[src/rtl/auth_seq_pkg.sv]
package auth_seq_pkg;

  localparam int FLG_W   = 11;
  localparam int FB_HIDE = 10;
  localparam int FB_CHLG = 9;
  localparam int FB_AUTH = 8;
  localparam int FB_MTCH = 7;
  localparam int FB_M    = 6;
  localparam int FB_X    = 5;
  localparam int OFS_W   = 5;

  localparam logic [7:0] CTL_FIRST = 8'h0F;
  localparam logic [7:0] CTL_NEXT  = 8'hF0;
  localparam logic [7:0] CTL_VALID = 8'h3C;

  localparam logic [7:0] PAT_BUSY  = 8'hFF;
  localparam logic [7:0] PAT_DONE  = 8'hAA;

  typedef enum logic [1:0] {
    FN_FIRST_SECRET = 2'd0,
    FN_NEXT_SECRET  = 2'd1,
    FN_VALIDATE     = 2'd2,
    FN_NONE         = 2'd3
  } fn_e;

  typedef enum logic [3:0] {
    ST_IDLE, ST_ADDR_LO, ST_ADDR_HI, ST_CTL,
    ST_CRC_LO, ST_CRC_HI, ST_BUSY, ST_DONE, ST_LOCK
  } st_e;

  function automatic logic [15:0] crc16_step(input logic [15:0] c_in,
                                             input logic [7:0]  d);
    logic [15:0] c;
    c = c_in;
    for (int i = 0; i < 8; i++) begin
      if (c[0] ^ d[i]) c = (c >> 1) ^ 16'hA001;
      else             c = c >> 1;
    end
    return c;
  endfunction

endpackage

[src/rtl/auth_crc_acc.sv]
module auth_crc_acc
  import auth_seq_pkg::*;
(
  input  logic        clk,
  input  logic        rst_ni,
  input  logic        clr,
  input  logic        en,
  input  logic [7:0]  din,
  output logic [15:0] crc
);
  logic [15:0] base, crc_n;

  always_comb begin
    base  = clr ? 16'h0000 : crc;
    crc_n = en ? crc16_step(base, din) : base;
  end

  always_ff @(posedge clk or negedge rst_ni) begin
    if (!rst_ni) crc <= 16'h0000;
    else         crc <= crc_n;
  end
endmodule

[src/rtl/auth_req_decode.sv]
module auth_req_decode
  import auth_seq_pkg::*;
#(
  parameter int PAGE_IDX_W      = 4,
  parameter int PAGE_BYTES_LOG2 = 5
) (
  input  logic [7:0]  ctl,
  input  logic [15:0] addr,
  output logic        ok,
  output fn_e         func
);
  localparam int SPACE_BITS = PAGE_IDX_W + PAGE_BYTES_LOG2;

  logic addr_ok;

  always_comb begin
    addr_ok = ((addr >> SPACE_BITS) == 16'd0);
    unique case (ctl)
      CTL_FIRST: func = FN_FIRST_SECRET;
      CTL_NEXT:  func = FN_NEXT_SECRET;
      CTL_VALID: func = FN_VALIDATE;
      default:   func = FN_NONE;
    endcase
    ok = addr_ok && (func != FN_NONE);
  end
endmodule

[src/rtl/auth_flag_update.sv]
module auth_flag_update
  import auth_seq_pkg::*;
(
  input  logic [FLG_W-1:0] cur,
  input  fn_e              func,
  output logic [FLG_W-1:0] nxt
);
  always_comb begin
    nxt = cur;
    if (func == FN_FIRST_SECRET || func == FN_NEXT_SECRET) begin
      nxt[FB_HIDE]     = 1'b1;
      nxt[FB_CHLG]     = 1'b0;
      nxt[FB_AUTH]     = 1'b0;
      nxt[FB_MTCH]     = 1'b0;
      nxt[FB_M]        = 1'b0;
      nxt[FB_X]        = 1'b0;
      nxt[OFS_W-1:0]   = '1;
    end else if (func == FN_VALIDATE) begin
      nxt[FB_M]        = cur[FB_MTCH];
    end
  end
endmodule

[src/rtl/auth_cmd_seq.sv]
module auth_cmd_seq
  import auth_seq_pkg::*;
#(
  parameter int         PAGE_IDX_W      = 4,
  parameter int         PAGE_BYTES_LOG2 = 5,
  parameter logic [7:0] CMD_CODE        = 8'h33
) (
  input  logic                  clk,
  input  logic                  rst_n,
  input  logic                  bus_rst,
  input  logic                  rx_valid,
  input  logic [7:0]            rx_byte,
  input  logic                  rd_req,
  output logic [7:0]            rd_data,
  output logic                  ready,
  output logic                  eng_start,
  output logic [1:0]            eng_func,
  output logic [1:0]            eng_secret,
  output logic [PAGE_IDX_W-1:0] eng_page,
  input  logic                  eng_done,
  input  logic [FLG_W-1:0]      cur_flags,
  output logic                  flags_we,
  output logic [FLG_W-1:0]      new_flags
);
  localparam int SEC_LSB = 6;

  logic [1:0]       rst_sync;
  logic             rst_ni;
  st_e              st_q, st_n;
  logic [15:0]      addr_q;
  logic [7:0]       ctl_q;
  fn_e              func_q, dec_func;
  logic             start_q, start_n;
  logic             we_q, we_n;
  logic [FLG_W-1:0] flags_q, flags_upd;
  logic [15:0]      crc;
  logic             req_ok, crc_clr, crc_en, in_rx, brk_ok;
  logic             lo_en, hi_en, ctl_en;

  always_ff @(posedge clk or negedge rst_n) begin
    if (!rst_n) rst_sync <= 2'b00;
    else        rst_sync <= {rst_sync[0], 1'b1};
  end
  assign rst_ni = rst_sync[1];

  auth_crc_acc u_crc (
    .clk(clk), .rst_ni(rst_ni), .clr(crc_clr), .en(crc_en),
    .din(rx_byte), .crc(crc)
  );

  auth_req_decode #(.PAGE_IDX_W(PAGE_IDX_W), .PAGE_BYTES_LOG2(PAGE_BYTES_LOG2)) u_dec (
    .ctl(ctl_q), .addr(addr_q), .ok(req_ok), .func(dec_func)
  );

  auth_flag_update u_flg (.cur(cur_flags), .func(func_q), .nxt(flags_upd));

  always_comb begin
    in_rx   = (st_q == ST_IDLE) || (st_q == ST_ADDR_LO) ||
              (st_q == ST_ADDR_HI) || (st_q == ST_CTL);
    brk_ok  = (st_q != ST_BUSY) && (st_q != ST_DONE);
    crc_clr = (st_q == ST_IDLE);
    crc_en  = in_rx && rx_valid && !bus_rst;
    lo_en   = (st_q == ST_ADDR_LO) && rx_valid && !bus_rst;
    hi_en   = (st_q == ST_ADDR_HI) && rx_valid && !bus_rst;
    ctl_en  = (st_q == ST_CTL)     && rx_valid && !bus_rst;
  end

  always_comb begin
    st_n    = st_q;
    start_n = 1'b0;
    we_n    = 1'b0;
    if (bus_rst && brk_ok) begin
      st_n = ST_IDLE;
    end else begin
      unique case (st_q)
        ST_IDLE:    if (rx_valid) st_n = (rx_byte == CMD_CODE) ? ST_ADDR_LO : ST_LOCK;
        ST_ADDR_LO: if (rx_valid) st_n = ST_ADDR_HI;
        ST_ADDR_HI: if (rx_valid) st_n = ST_CTL;
        ST_CTL:     if (rx_valid) st_n = ST_CRC_LO;
        ST_CRC_LO:  if (rd_req)   st_n = ST_CRC_HI;
        ST_CRC_HI:  if (rd_req) begin
                      st_n    = req_ok ? ST_BUSY : ST_LOCK;
                      start_n = req_ok;
                    end
        ST_BUSY:    if (eng_done) begin
                      st_n = ST_DONE;
                      we_n = 1'b1;
                    end
        ST_DONE:    if (rd_req)   st_n = ST_IDLE;
        ST_LOCK:    st_n = ST_LOCK;
        default:    st_n = ST_IDLE;
      endcase
    end
  end

  always_ff @(posedge clk or negedge rst_ni) begin
    if (!rst_ni) begin
      st_q    <= ST_IDLE;
      addr_q  <= 16'h0000;
      ctl_q   <= 8'h00;
      func_q  <= FN_NONE;
      start_q <= 1'b0;
      we_q    <= 1'b0;
      flags_q <= '0;
    end else begin
      st_q    <= st_n;
      start_q <= start_n;
      we_q    <= we_n;
      if (lo_en)   addr_q[7:0]  <= rx_byte;
      if (hi_en)   addr_q[15:8] <= rx_byte;
      if (ctl_en)  ctl_q        <= rx_byte;
      if (start_n) func_q       <= dec_func;
      if (we_n)    flags_q      <= flags_upd;
    end
  end

  always_comb begin
    unique case (st_q)
      ST_CRC_LO: rd_data = ~crc[7:0];
      ST_CRC_HI: rd_data = ~crc[15:8];
      ST_DONE:   rd_data = PAT_DONE;
      default:   rd_data = PAT_BUSY;
    endcase
  end

  assign ready      = (st_q == ST_IDLE);
  assign eng_start  = start_q;
  assign eng_func   = func_q;
  assign eng_secret = addr_q[SEC_LSB +: 2];
  assign eng_page   = addr_q[PAGE_BYTES_LOG2 +: PAGE_IDX_W];
  assign flags_we   = we_q;
  assign new_flags  = flags_q;
endmodule

[config.mk]
export PLATFORM = sky130hd
export DESIGN_NAME = auth_cmd_seq
export DESIGN_NICKNAME = d
export VERILOG_FILES = /design/src/rtl/auth_seq_pkg.sv /design/src/rtl/auth_crc_acc.sv /design/src/rtl/auth_req_decode.sv /design/src/rtl/auth_flag_update.sv /design/src/rtl/auth_cmd_seq.sv
export SDC_FILE = /design/constraint.sdc
export NUM_CORES = 1
export LEC_CHECK = 0
export BUFFER_PORTS_ARGS = -buffer_cell sky130_fd_sc_hd__buf_2
export CORE_UTILIZATION = 45
export DETAILED_ROUTE_END_ITERATION = 12
export PLACE_DENSITY = 0.76
export SLEW_MARGIN = 15
export SYNTH_ARGS = -nofsm -noshare
export SYNTH_HDL_FRONTEND = slang
export SYNTH_SLANG_ARGS = --single-unit
[constraint.sdc]
create_clock -name clk -period 4.5 [get_ports clk]
set_clock_uncertainty 0.1 [all_clocks]
set_input_delay 0.225 -clock clk [delete_from_list [all_inputs] [get_ports clk]]
set_output_delay 0.225 -clock clk [all_outputs]
set_load 0.1 [all_outputs]
[Word level (Yosys, flattened, before mapping)]
Index checks and enable logic that the tools add are counted.
Storage, ports and cells
  output and inout bits: 30
  bits of input ports: 25
  register bits: 61
  logic and storage cells: 107
Cells by class
  equal/unequal tests: 25
  muxes and demuxes: 34
  reduce and logical (&&, ||, !) cells: 20
  bitwise logic cells: 18
Operators by type and width (count)
  two-way mux 16 bit: 10
  two-way mux 4 bit: 12
  case mux 4 bit (9 select lines): 1
  inverter 2 -> 3 bit: 8
  case mux 8 bit (3 select lines): 1
  equality test 4 x 3 -> 1 bit, second input constant: 4
  equality test 8 x 6 -> 1 bit, second input constant: 2
  logical NOT 16 bit: 1
  inverter 8 bit: 2
  inequality test 3 bit, second input constant: 5
  logical AND 1 bit: 11
  inequality test 3 x 2 -> 1 bit, second input constant: 3
  equality test 4 x 2 -> 1 bit, second input constant: 2
  equality test 8 x 4 -> 1 bit, second input constant: 1
  equality test 8 bit, second input constant: 1
  two-way mux 1 bit: 8
  inequality test 4 x 3 -> 1 bit, second input constant: 2
  AND reduction 8 bit: 1
  XOR 1 bit: 8
  two-way mux 6 bit: 1
  case mux 2 bit (3 select lines): 1
  equality test 4 x 1 -> 1 bit, second input constant: 1
  equality test 4 bit, second input constant: 1
  logical NOT 4 bit: 1
  other kinds (6): 9

[Depth between registers and ports, before layout]
  depth in word-level cells: 19
  depth in mapped cells: 10
  depth with buffers taken out: 7

[Modules after synthesis]
Synthesis repeated with hierarchy kept, for this count alone.
Unflattened totals
  cell total of the unflattened synthesis: 296
  area total of the unflattened synthesis: 3321.9 um2
By module, submodules not included
  auth_cmd_seq: area each 2107.0 um2, cells each 174, times used 1, seq. area each 1128.6 um2
  auth_crc_acc: area each 1036.0 um2, cells each 97, times used 1, seq. area each 400.4 um2
  auth_flag_update: area each 90.1 um2, cells each 13, times used 1, seq. area each 0.0 um2
  auth_req_decode: area each 88.8 um2, cells each 12, times used 1, seq. area each 0.0 um2

[Worst setup path after synthesis]
No wires, ideal clock.
  path type: register to register
  start: reg st_q[1]
  end: reg u_crc.crc[0]
  path slack: 2.011 ns
  data arrival time: 2.258 ns
  stages on the path, launching flop included: 11
  required time: 4.269 ns
  clock period less this slack: 2.489 ns
  buffers on the path: 3
  library setup time: 0.131 ns
  cells stage by stage: dfrtp_1 > buf_6 > or4_1 > buf_2 > inv_2 > buf_4 > nor2_1 > xnor2_2 > xnor2_2 > xnor2_1 > o21ai_1
Between the ends
  longest elaborated chain between the ends: 19
RTL lines
  start: declaration: RTL line auth_cmd_seq.sv:29  | st_e st_q, st_n;
  start signal: assignment: RTL line auth_cmd_seq.sv:106  | st_q <= st_n;
  logical NOT 4 bit (*)
  net ready: RTL line auth_cmd_seq.sv:15  | output logic ready,
  two-way mux 16 bit: RTL line auth_crc_acc.sv:14  | base = clr ? 16'h0000 : crc;
  XOR 1 bit / inverter 2 -> 3 bit (equally long branches)
  two-way mux 16 bit: RTL line auth_seq_pkg.sv:36  | if (c[0] ^ d[i]) c = (c >> 1) ^ 16'hA001;
  XOR 1 bit: RTL line auth_seq_pkg.sv:36
  two-way mux 16 bit: RTL line auth_seq_pkg.sv:36
  XOR 1 bit: RTL line auth_seq_pkg.sv:36
  [... 5 more ...]
  XOR 1 bit: RTL line auth_seq_pkg.sv:36
  two-way mux 16 bit: RTL line auth_seq_pkg.sv:36
  XOR 1 bit: RTL line auth_seq_pkg.sv:36
  two-way mux 16 bit: RTL line auth_seq_pkg.sv:36
  XOR 1 bit: RTL line auth_seq_pkg.sv:36
  two-way mux 16 bit: RTL line auth_seq_pkg.sv:36
  two-way mux 16 bit (*): RTL line auth_crc_acc.sv:15  | crc_n = en ? crc16_step(base, din) : base;
  net u_crc.crc_n[0]: RTL line auth_crc_acc.sv:11  | logic [15:0] base, crc_n;
  end signal: assignment: RTL line auth_crc_acc.sv:20  | else crc <= crc_n;
  end: declaration: RTL line auth_crc_acc.sv:9  | output logic [15:0] crc
Mark *: on every way through the listed nets, which the timed path passes. The rest lies on a longest branch.
A chain may end at the register's enable or synchronous reset.

[Worst setup path in the final report]
  start: reg st_q[2]
  end: reg st_q[0]
Between the ends
  longest elaborated chain between the ends: 5
RTL lines
  inequality test 4 x 3 -> 1 bit: RTL line auth_cmd_seq.sv:60  | brk_ok = (st_q != ST_BUSY) && (st_q != ST_DONE);
  logical AND 1 bit: RTL line auth_cmd_seq.sv:60
  logical AND 1 bit: RTL line auth_cmd_seq.sv:72  | if (bus_rst && brk_ok) begin
  inequality test 3 bit (no line) / inequality test 3 x 2 -> 1 bit (equally long branches)
  AND reduction 8 bit (no line)
Parallel ways exist; a longest one is shown, timed or not.

==> impl_metrics.ini <==
[power]
powerDensity_nw_per_um2 = 298
ir_drop_mv = 0.202
p_leak_nw = 1.59
p_total_uw = 992

[synth]
avgSynthCellArea_sq_um = 9.90
ys_ff_latch = 56
async_flop_share = 1.00
syn_area_sq_um = 2950
synth_edf_count = 0
synthesis.nets = 323
yosysSeqAreaShare = 0.476
ys_top_cells_by_area = dfrtp_1 (46%), mux2_2 (9.2%), nand2_1 (8.1%)
synth-main-ff-cell = dfrtp_1
yosysTopAreaCell = dfrtp_1
synth_top_area_frac = 0.458
yosys_warnings = 0
syn_inst = 298
yosysUniqueCellTypes = 47

[floorplanning]
die_w_microns = 83.0
coreArea_sq_um = 6350
die_h_microns = 83.0
core.rowCount = 29
die_area_sq_um = 6880
initial_core_util = 0.464
ioPinCount = 55

[timing]
setup_violations = 0
max_slew_margin = 0.444
clock.fmax_mhz = 331
drv_slew = 0
hold_viol = 0
fin_crit_ps = 3020
worst_pin_slew_ps = 822
rsz0062_at_grt = no
timing.final.crit_share = 0.671
fin_ws_ps = 1480
fin_setup_tns_ps = 0

[critical_path]
worst_setup_path_end_kind = register
start_kind = register
worstSetupPathType = register to register
r2r-end = st_q[0]
cp-endpoint = st_q[0]
path_buf_inv = 0
rrSetupSlack_ps = 1480
timing.rr.start = st_q[2]
cp.depth = 6
critPathTopFamily = simple AND/OR/NAND/NOR gates
startpoint = st_q[2]
critPathRequiredTime_ps = 4650
path_cells = nor2b_1 > nand3_1 > o21ai_0 > nand2_1 > a2111oi_0 > a31o_1
r2r_cells = 6
slowest_delay_ps = 700
path_max_fanout = 24
cp_slowest_cell = nand3_1
critPathArrivalTime_ps = 3170

[finish]
antennaDiodeCount = 0
final_common_cell = nand2_1
final_cell_mix = nand2_1 (64), buf_2 (54), dfrtp_1 (53), nor2_1 (25), mux2_2 (24)
nets = 368
drive_gt1_frac = 0.288
fillers = 566
areaGrowthSynthToFinish_pct = 12.8
fin_util = 0.524

[grt]
first_global_vias = 2086
grt_pass1_wl_microns = 10500
gr-usage-all-layers = 0.192
grt_max_degree = 55
grt_overflow_total = 0
antenna_found_initial = 0

[clock_network]
cts_htree_levels = 2
cts.sinks = 56
path_clk_slew_ps = 90
cts_tree = yes
ctsResizeCount = 0
clock-root-buffer = clkbuf_8
clk_path_buf_depth = 2
clk_latency_ps = 310
cts_setup_buffers = 0
cts-buffers-inserted = 5

[routing]
first_pass_iters = 4
ant_nets = 0
vias_per_cell = 5.40
drt_iter0_markers = 188
drc_errors = 0
wl_microns = 6330
wl_per_cell_microns = 15.0
vias = 2274

[status]
outcome = finished clean

[hold_path]
hold_class = input port to register

[place]
place_congestion = 0.852
port_buffers = 54
pre_cts_ws_ps = 1580
dp_hpwl_microns = 4550

[flow_run]
max-cap-violations = 0
[worst min path at each step]
stage                     cells past startpoint  slack [ps]         start           end
after floorplan                               0        -170         rst_n   rst_sync[0]
after global placement                        1         -90         rst_n   rst_sync[0]
after detailed placement                      1         -90         rst_n   rst_sync[0]
after CTS                                     3          50  cur_flags[8]  new_flags[8]
after global routing                          3          50  cur_flags[9]  new_flags[9]
final                                         3          50  cur_flags[9]  new_flags[9]
[synthesized netlist by cell type (3+ instances only)]
| cell type | instances |
|---|---|
| nand3_1 | 3 |
| clkbuf_1 | 10 |
| nand2_1 | 64 |
| a21oi_1 | 9 |
| nor2_1 | 25 |
| o21ai_1 | 6 |
| xor2_2 | 3 |
| inv_1 | 4 |
| nand4_1 | 3 |
| xor2_1 | 5 |
| xnor2_1 | 14 |
| nor4bb_1 | 3 |
| dfrtp_1 | 54 |
| o21ai_0 | 21 |
| buf_4 | 7 |
| xnor2_2 | 3 |
| mux2_2 | 24 |
[sequential cells by signal, indices dropped and copies added (netlist names)]
name,flops
eng_func,2
addr_q,11
st_q,4
flags_we,1
eng_start,1
rst_sync,2
ctl_q,8
u_crc.crc,16
new_flags,11
[tightest hold or removal path, delay by kind of cell]
family                 cells  cell delay (ps)
AND/OR/NAND/NOR            1               50
AO/OA/AOI/OAI              1               60
buffers and inverters      1              100
[cells by family after synthesis]
logic type | count (synthesis) | share of synthesized area
and+or+nand+nor | 114 | 0.172
DFF | 56 | 0.476
AOI/OAI and AO/OA | 50 | 0.109
muxes | 27 | 0.102
xor gates and xnor gates | 26 | 0.0972
buffers and inverters | 24 | 0.0424
other | 1 | 0.00127
[area by class of cell]
cell class / instances / area [sq um] / area share
clock buffers: 8 / 90.1 / 0.0271
inverters: 5 / 18.8 / 0.00564
multi-input cells: 218 / 1420 / 0.427
flip-flops and latches: 56 / 1410 / 0.422
well taps: 77 / 96.3 / 0.0290
repair buffers: 57 / 295 / 0.0888
[per-layer routing]
layer	track usage	part of all wire
met5	0	0
met2	0.288	0.48
met1	0.271	0.44
met4	0.0784	0.025
met3	0.0417	0.061
[metrics by stage]
step           area [sq um]  instances  hold slack [ps]
2_1_floorplan          2950        298             -171
3_3_place_gp           3230        412            -89.6
3_5_place_dp           3230        412            -87.3
4_1_cts                3330        421             49.3
5_1_grt                3330        421             52.9
6_report               3330        421             51.4
[timing repair]
action                     in CTS  in global routing
setup endpoints to repair       0                  0
hold buffers                    1                  0
hold endpoints to repair        2                  0
[power breakdown]
part	total (mW)	internal, mW	leakage, nW	switching (mW)
combinational	0.174	0.0651	0.785	0.109
clock	0.277	0.126	0.0455	0.151
sequential	0.541	0.522	0.761	0.0195
No activity file was read; power rests on OpenSTA's default activity.
